File: src/rtl/vm_pkg.sv
package vm_pkg;

    localparam int VA_W    = 32;
    localparam int OFF_W   = 12;
    localparam int IDX_W   = 10;
    localparam int PPN_W   = 22;
    localparam int PA_W    = PPN_W + OFF_W;
    localparam int PTE_W   = 32;
    localparam int CAUSE_W = 4;

    typedef enum logic [1:0] {
        ACC_FETCH = 2'd0,
        ACC_LOAD  = 2'd1,
        ACC_STORE = 2'd2
    } acc_e;

    typedef enum logic [1:0] {
        EV_PTR,
        EV_LEAF,
        EV_FAULT
    } eval_e;

    typedef enum logic [2:0] {
        ST_IDLE,
        ST_LVL1,
        ST_LVL2,
        ST_WBACK,
        ST_DONE
    } st_e;

    typedef struct packed {
        logic [PPN_W-1:0] ppn;
        logic [1:0]       rsw;
        logic             d;
        logic             a;
        logic             g;
        logic             u;
        logic             x;
        logic             w;
        logic             r;
        logic             v;
    } pte_t;

    function automatic logic [CAUSE_W-1:0] fault_cause(acc_e kind, logic page);
        logic [CAUSE_W-1:0] c;
        case (kind)
            ACC_FETCH: c = page ? 4'd12 : 4'd1;
            ACC_LOAD:  c = page ? 4'd13 : 4'd5;
            default:   c = page ? 4'd15 : 4'd7;
        endcase
        return c;
    endfunction

endpackage

File: src/rtl/vm_root_reg.sv
module vm_root_reg
    import vm_pkg::*;
(
    input  logic             clk,
    input  logic             rst,
    input  logic             we,
    input  logic [31:0]      wdata,
    output logic [31:0]      rdata,
    output logic             enabled,
    output logic [PPN_W-1:0] root_ppn
);
    logic [31:0] q;
    logic        unused_asid;

    assign unused_asid = ^wdata[30:PPN_W];

    always_ff @(posedge clk) begin
        if (rst) begin
            q <= '0;
        end else if (we) begin
            if (wdata[31]) q <= {1'b1, {(31-PPN_W){1'b0}}, wdata[PPN_W-1:0]};
            else           q <= '0;
        end
    end

    assign rdata    = q;
    assign enabled  = q[31];
    assign root_ppn = q[PPN_W-1:0];
endmodule

File: src/rtl/vm_pte_eval.sv
module vm_pte_eval
    import vm_pkg::*;
#(
    parameter int PPN_OK_W = 20
) (
    input  pte_t             pte,
    input  logic             first_lvl,
    input  acc_e             kind,
    input  logic             smode,
    input  logic             sum,
    input  logic             mxr,
    input  logic [IDX_W-1:0] va_idx_lo,
    output eval_e            verdict,
    output logic [PPN_W-1:0] ppn_out,
    output logic [PTE_W-1:0] pte_upd,
    output logic             upd_needed
);
    logic is_ptr, is_leaf, misalign, too_big, perm_ok, user_ok;
    pte_t upd;

    always_comb begin
        is_ptr   = pte.v && !pte.r && !pte.w && !pte.x;
        is_leaf  = pte.v && (pte.r || pte.x) && !(pte.w && !pte.r);
        misalign = first_lvl && (pte.ppn[IDX_W-1:0] != '0);
        too_big  = (pte.ppn >> PPN_OK_W) != '0;

        case (kind)
            ACC_FETCH: perm_ok = pte.x;
            ACC_LOAD:  perm_ok = pte.r || (mxr && pte.x);
            default:   perm_ok = pte.w;
        endcase

        user_ok = ((kind != ACC_FETCH) && smode && sum) || (pte.u != smode);

        ppn_out = first_lvl ? {pte.ppn[PPN_W-1:IDX_W], va_idx_lo} : pte.ppn;

        upd   = pte;
        upd.a = 1'b1;
        if (kind == ACC_STORE) upd.d = 1'b1;
        pte_upd    = upd;
        upd_needed = (upd != pte);

        if (is_ptr && first_lvl)
            verdict = EV_PTR;
        else if (is_leaf && !misalign && !too_big && perm_ok && user_ok)
            verdict = EV_LEAF;
        else
            verdict = EV_FAULT;
    end
endmodule

File: src/rtl/vm_translator.sv
module vm_translator
    import vm_pkg::*;
#(
    parameter int PPN_OK_W = 20
) (
    input  logic                 clk,
    input  logic                 rst,
    input  logic                 ctl_we,
    input  logic [31:0]          ctl_wdata,
    output logic [31:0]          ctl_rdata,
    input  logic                 req_valid,
    output logic                 req_ready,
    input  logic [VA_W-1:0]      req_vaddr,
    input  logic [1:0]           req_kind,
    input  logic                 req_smode,
    input  logic                 req_sum,
    input  logic                 req_mxr,
    output logic                 resp_valid,
    output logic                 resp_fault,
    output logic [CAUSE_W-1:0]   resp_cause,
    output logic [PA_W-1:0]      resp_paddr,
    output logic [VA_W-1:0]      resp_tval,
    output logic                 mem_req,
    output logic                 mem_we,
    output logic [PA_W-1:0]      mem_addr,
    output logic [PTE_W-1:0]     mem_wdata,
    input  logic [PTE_W-1:0]     mem_rdata,
    input  logic                 mem_ack,
    input  logic                 mem_err
);
    localparam int IDX1_LO = OFF_W + IDX_W;

    st_e              st;
    logic [VA_W-1:0]  va_q;
    acc_e             kind_q;
    logic             smode_q, sum_q, mxr_q;
    logic [PPN_W-1:0] tbl_ppn_q;
    logic [PA_W-1:0]  wb_addr_q;
    logic [PTE_W-1:0] wb_data_q;
    logic             fault_q;
    logic [CAUSE_W-1:0] cause_q;
    logic [PA_W-1:0]  paddr_q;

    logic             tr_on;
    logic [PPN_W-1:0] root_ppn;

    eval_e            verdict;
    logic [PPN_W-1:0] leaf_ppn;
    logic [PTE_W-1:0] pte_upd;
    logic             upd_needed;
    logic [IDX_W-1:0] cur_idx;
    pte_t             pte_in;

    vm_root_reg u_root (
        .clk      (clk),
        .rst      (rst),
        .we       (ctl_we),
        .wdata    (ctl_wdata),
        .rdata    (ctl_rdata),
        .enabled  (tr_on),
        .root_ppn (root_ppn)
    );

    assign pte_in  = pte_t'(mem_rdata);
    assign cur_idx = (st == ST_LVL1) ? va_q[VA_W-1:IDX1_LO] : va_q[IDX1_LO-1:OFF_W];

    vm_pte_eval #(.PPN_OK_W(PPN_OK_W)) u_eval (
        .pte        (pte_in),
        .first_lvl  (st == ST_LVL1),
        .kind       (kind_q),
        .smode      (smode_q),
        .sum        (sum_q),
        .mxr        (mxr_q),
        .va_idx_lo  (va_q[IDX1_LO-1:OFF_W]),
        .verdict    (verdict),
        .ppn_out    (leaf_ppn),
        .pte_upd    (pte_upd),
        .upd_needed (upd_needed)
    );

    always_comb begin
        mem_req   = (st == ST_LVL1) || (st == ST_LVL2) || (st == ST_WBACK);
        mem_we    = (st == ST_WBACK);
        mem_wdata = wb_data_q;
        if (st == ST_WBACK) mem_addr = wb_addr_q;
        else                mem_addr = {tbl_ppn_q, cur_idx, 2'b00};
    end

    always_ff @(posedge clk) begin
        if (rst) begin
            st        <= ST_IDLE;
            va_q      <= '0;
            kind_q    <= ACC_FETCH;
            smode_q   <= 1'b0;
            sum_q     <= 1'b0;
            mxr_q     <= 1'b0;
            tbl_ppn_q <= '0;
            wb_addr_q <= '0;
            wb_data_q <= '0;
            fault_q   <= 1'b0;
            cause_q   <= '0;
            paddr_q   <= '0;
        end else begin
            case (st)
                ST_IDLE: begin
                    if (req_valid) begin
                        va_q      <= req_vaddr;
                        kind_q    <= acc_e'(req_kind);
                        smode_q   <= req_smode;
                        sum_q     <= req_sum;
                        mxr_q     <= req_mxr;
                        tbl_ppn_q <= root_ppn;
                        fault_q   <= 1'b0;
                        cause_q   <= '0;
                        if (tr_on) begin
                            st <= ST_LVL1;
                        end else begin
                            paddr_q <= {{(PA_W-VA_W){1'b0}}, req_vaddr};
                            st      <= ST_DONE;
                        end
                    end
                end
                ST_LVL1, ST_LVL2: begin
                    if (mem_ack) begin
                        if (mem_err) begin
                            fault_q <= 1'b1;
                            cause_q <= fault_cause(kind_q, 1'b0);
                            st      <= ST_DONE;
                        end else begin
                            case (verdict)
                                EV_PTR: begin
                                    tbl_ppn_q <= pte_in.ppn;
                                    st        <= ST_LVL2;
                                end
                                EV_LEAF: begin
                                    paddr_q <= {leaf_ppn, va_q[OFF_W-1:0]};
                                    if (upd_needed) begin
                                        wb_addr_q <= mem_addr;
                                        wb_data_q <= pte_upd;
                                        st        <= ST_WBACK;
                                    end else begin
                                        st <= ST_DONE;
                                    end
                                end
                                default: begin
                                    fault_q <= 1'b1;
                                    cause_q <= fault_cause(kind_q, 1'b1);
                                    st      <= ST_DONE;
                                end
                            endcase
                        end
                    end
                end
                ST_WBACK: begin
                    if (mem_ack) begin
                        if (mem_err) begin
                            fault_q <= 1'b1;
                            cause_q <= fault_cause(kind_q, 1'b0);
                        end
                        st <= ST_DONE;
                    end
                end
                default: st <= ST_IDLE;
            endcase
        end
    end

    assign req_ready  = (st == ST_IDLE);
    assign resp_valid = (st == ST_DONE);
    assign resp_fault = fault_q;
    assign resp_cause = cause_q;
    assign resp_paddr = paddr_q;
    assign resp_tval  = va_q;
endmodule

File: config.mk
export PLATFORM = sky130hd
export DESIGN_NAME = vm_translator
export DESIGN_NICKNAME = d
export VERILOG_FILES = /design/src/rtl/vm_pkg.sv /design/src/rtl/vm_root_reg.sv /design/src/rtl/vm_pte_eval.sv /design/src/rtl/vm_translator.sv
export SDC_FILE = /design/constraint.sdc
export NUM_CORES = 1
export LEC_CHECK = 0
export BUFFER_PORTS_ARGS = -buffer_cell sky130_fd_sc_hd__buf_2
export CELL_PAD_IN_SITES_DETAIL_PLACEMENT = 0
export CELL_PAD_IN_SITES_GLOBAL_PLACEMENT = 1
export CORE_AREA = 2 2 186 188
export CTS_CLUSTER_SIZE = 14
export DETAILED_ROUTE_END_ITERATION = 12
export DIE_AREA = 0 0 188 190
export GPL_TIMING_DRIVEN = 0
export PLACE_DENSITY_LB_ADDON = 0.1
export SYNTH_ARGS = -nofsm -noshare
export SYNTH_HDL_FRONTEND = slang
export SYNTH_SLANG_ARGS = --single-unit
File: constraint.sdc
create_clock -name clk -period 2.4 [get_ports clk]
set_clock_uncertainty 0.05 [all_clocks]
set_input_delay 0.12 -clock clk [delete_from_list [all_inputs] [get_ports clk]]
set_output_delay 0.12 -clock clk [all_outputs]
set_load 0.02 [all_outputs]
==> impl_metrics.toml <==
[outcome]
status = "finished clean"

[cells_and_area]
nFillCells = 3663
final_common_cell = "buf_2"
area_delta_synth_final_pct = 43.47
num-nets-final = 1451
most-common-layout-cells = "buf_2, nand2_1, dfxtp_1, dlygate4sd3_1, a21oi_1"
ff_latch_area_um2 = 3810
multi_input_area_um2 = 4118
stdcell_count = 1813
fin_util_pct = 35.04
drive_gt1_share_pct = 26.97

[timing]
clock.fmax_mhz = 422.9
setup_viol = 0
rsz0062_at_grt = "yes"
min_period_ps = 2364
timing.final.ws_setup_ps = 35.52
fin_setup_tns_ps = 0
finalHoldViolations = 0
min_period_over_period_pct = 98.52
drv_slew = 0
whs_ps = 17.79
relSlewSlack_pct = 42.87
worstMarginPinSlew_ps = 857.0

[drt]
ant_nets = 0
vias = 8377
drc = 0
wl_mm = 36.28
viasPerCell = 4.621
drt_iter0_markers = 470
drt-pass1-iter-count = 5
wl_per_cell_um = 20.01

[yosys]
synth_warnings = 0
synth-async-reset-ratio_pct = 0
synth-seq-area-share_pct = 45.87
synth_top_area_share_pct = 45.87
synth_edf_count = 0
yosys_register_bits = 190
synthFlopType = "dfxtp_1"
syn-cell-area_um2 = 8292
avgSynthCellArea_um2 = 8.637
yosysTopAreaCell = "dfxtp_1"
synthCells = 960
synthDistinctLibCells = 45
synth_area_leaders = "dfxtp_1, nand2_1, mux2_1"

[worst_setup_path]
path_class = "flip-flop to primary output"
worstSetupStartpointType = "flip-flop"
worstPathArrival_ps = 2190
worstSetupEndpointType = "primary output"
worstPathMaxFanout = 10
worstPathRequired_ps = 2230

[global_route]
antenna_found_initial = 3
grt_usage_pct = 20.10
grt_pass1_vias = 8280
grt_pass1_wl_mm = 53.07
overflow = 0
grt_start_max_net_pins = 17

[floorplan]
start_util_pct = 24.43
die_w_um = 188
die-height_um = 190
io_pins = 280
num_rows = 68
die_area_um2 = 35720
core_area_um2 = 33950

[worst_hold_path]
hold_path_class = "input pin to flip-flop"

[placement]
dp_slack_ps = -546.3
port_buffers = 261
hpwlAfterDp_mm = 27.76
place_inst = 1684
gp_congestion = 0.7766

[cts]
cts_root_buf = "clkbuf_16"
cts_sinks = 190
cts_htree_levels = 4
insertion_delay_ps = 450
clock_path_buffers = 2
clkSlewWorstSetupHoldPaths_ps = 70
cts_tree = "done"
cts-buffers-inserted = 17

[pwr]
pwr-share-seq_pct = 43.6
p_sw_mw = 2.291
combPwrFrac_pct = 16.2
ir_worst_vdd_mv = 0.5135
powerDensity_nw_per_um2 = 660.9
power.share.clock_pct = 40.2
power_leakage_nw = 5.403
p_int_mw = 5.572
p_sw_share_pct = 29.13

[flow_run]
cap_violations = 0
## routing by layer
layer	share of wire (%)	vias to the layer above	global-route usage, %
met2	45	237	32.19
met3	5.7	22	4.741
met4	1.2	0	5.118
met5	0	-	0
li1	-	4119	-
met1	48	3999	27.16
## worst max-delay path: stages (launching register included)
cell,delay [ps]
dfxtp_1,480
clkbuf_4,290
nor2_4,60
buf_4,150
clkbuf_2,200
o21ai_0,330
buf_2,240
## cell type report
| type | instances | area share, % |
|---|---|---|
| multi-input combinational | 678 | 34.61 |
| sequential | 190 | 32.03 |
| timing repair buffer | 358 | 19.06 |
| tap | 455 | 4.785 |
| buffer | 94 | 4.039 |
| clock buffer | 19 | 3.723 |
| clock inverter | 13 | 1.578 |
| inverter | 5 | 0.1578 |
| antenna | 1 | 0.02103 |
## flip-flops by register name (all words and copies together), names as in the netlist
register	cells
resp_tval	32
sum_q	1
st	3
resp_paddr	34
wb_addr_q	34
kind_q	2
mxr_q	1
resp_fault	1
smode_q	1
tbl_ppn_q	22
mem_wdata	32
u_root.rdata	23
resp_cause	4
## synthesized netlist by cell type (all sizes together) (2+ instances only)
master	instances
nor4b	2
buf	39
mux2i	35
inv	5
clkbuf	56
mux2	45
nand2b	4
and3	53
nand3	16
o211ai	11
nor2	59
a21oi	64
and2	6
or4	2
dfxtp	190
nor2b	23
a31o	48
nand2	208
nor3	5
a311oi	23
o21ai	28
a22oi	22
nor3b	3
## power by group through the flow
| stage | clock (mW) | combinational [mW] | sequential, mW |
|---|---|---|---|
| final | 3.16 | 1.27 | 3.43 |
| after global routing | 3.37 | 1.39 | 3.44 |
| after CTS | 3.23 | 1.28 | 3.43 |
| after detailed placement | 0 | 1.15 | 3.50 |
| after global placement | 0 | 1.16 | 3.50 |
| after floorplan | 0 | 0.564 | 3.56 |
## through the flow
stage | power, mW | area (um^2)
after detailed placement | 4.651 | 10200
after global placement | 4.654 | 10200
after global routing | 8.202 | 11900
final | 7.863 | 11900
after CTS | 7.943 | 11820
after floorplan | 4.121 | 8322
## final timing paths
| path | cells after the start | slack (ps) | from | to |
|---|---|---|---|---|
| worst max-delay path | 6 | 40 | st[2] | mem_addr[4] |
| worst min register to register | 2 | 400 | mem_wdata[2] | mem_wdata[2] |
| worst max register to register | 7 | 150 | st[1] | tbl_ppn_q[5] |
| worst min-delay path | 3 | 20 | mem_rdata[15] | mem_wdata[15] |
## repair_timing
item	in CTS	in global routing
hold buffers	90	0
setup buffers	4	3
endpoints found under the hold margin	105	0
pin swaps	2	2
endpoints found under the setup margin	182	124
gates resized for setup	29	20
## logic make-up after synthesis
group,Yosys count,synth area share [%]
other,1,0.04523
AND/OR/NAND/NOR,386,21.10
XOR/XNOR,1,0.1056
multiplexers,80,10.34
buffers and inverters,100,5.538
flip-flops,190,45.87
AO/OA/AOI/OAI,202,17.01
Power figures use the tool's default switching activity.
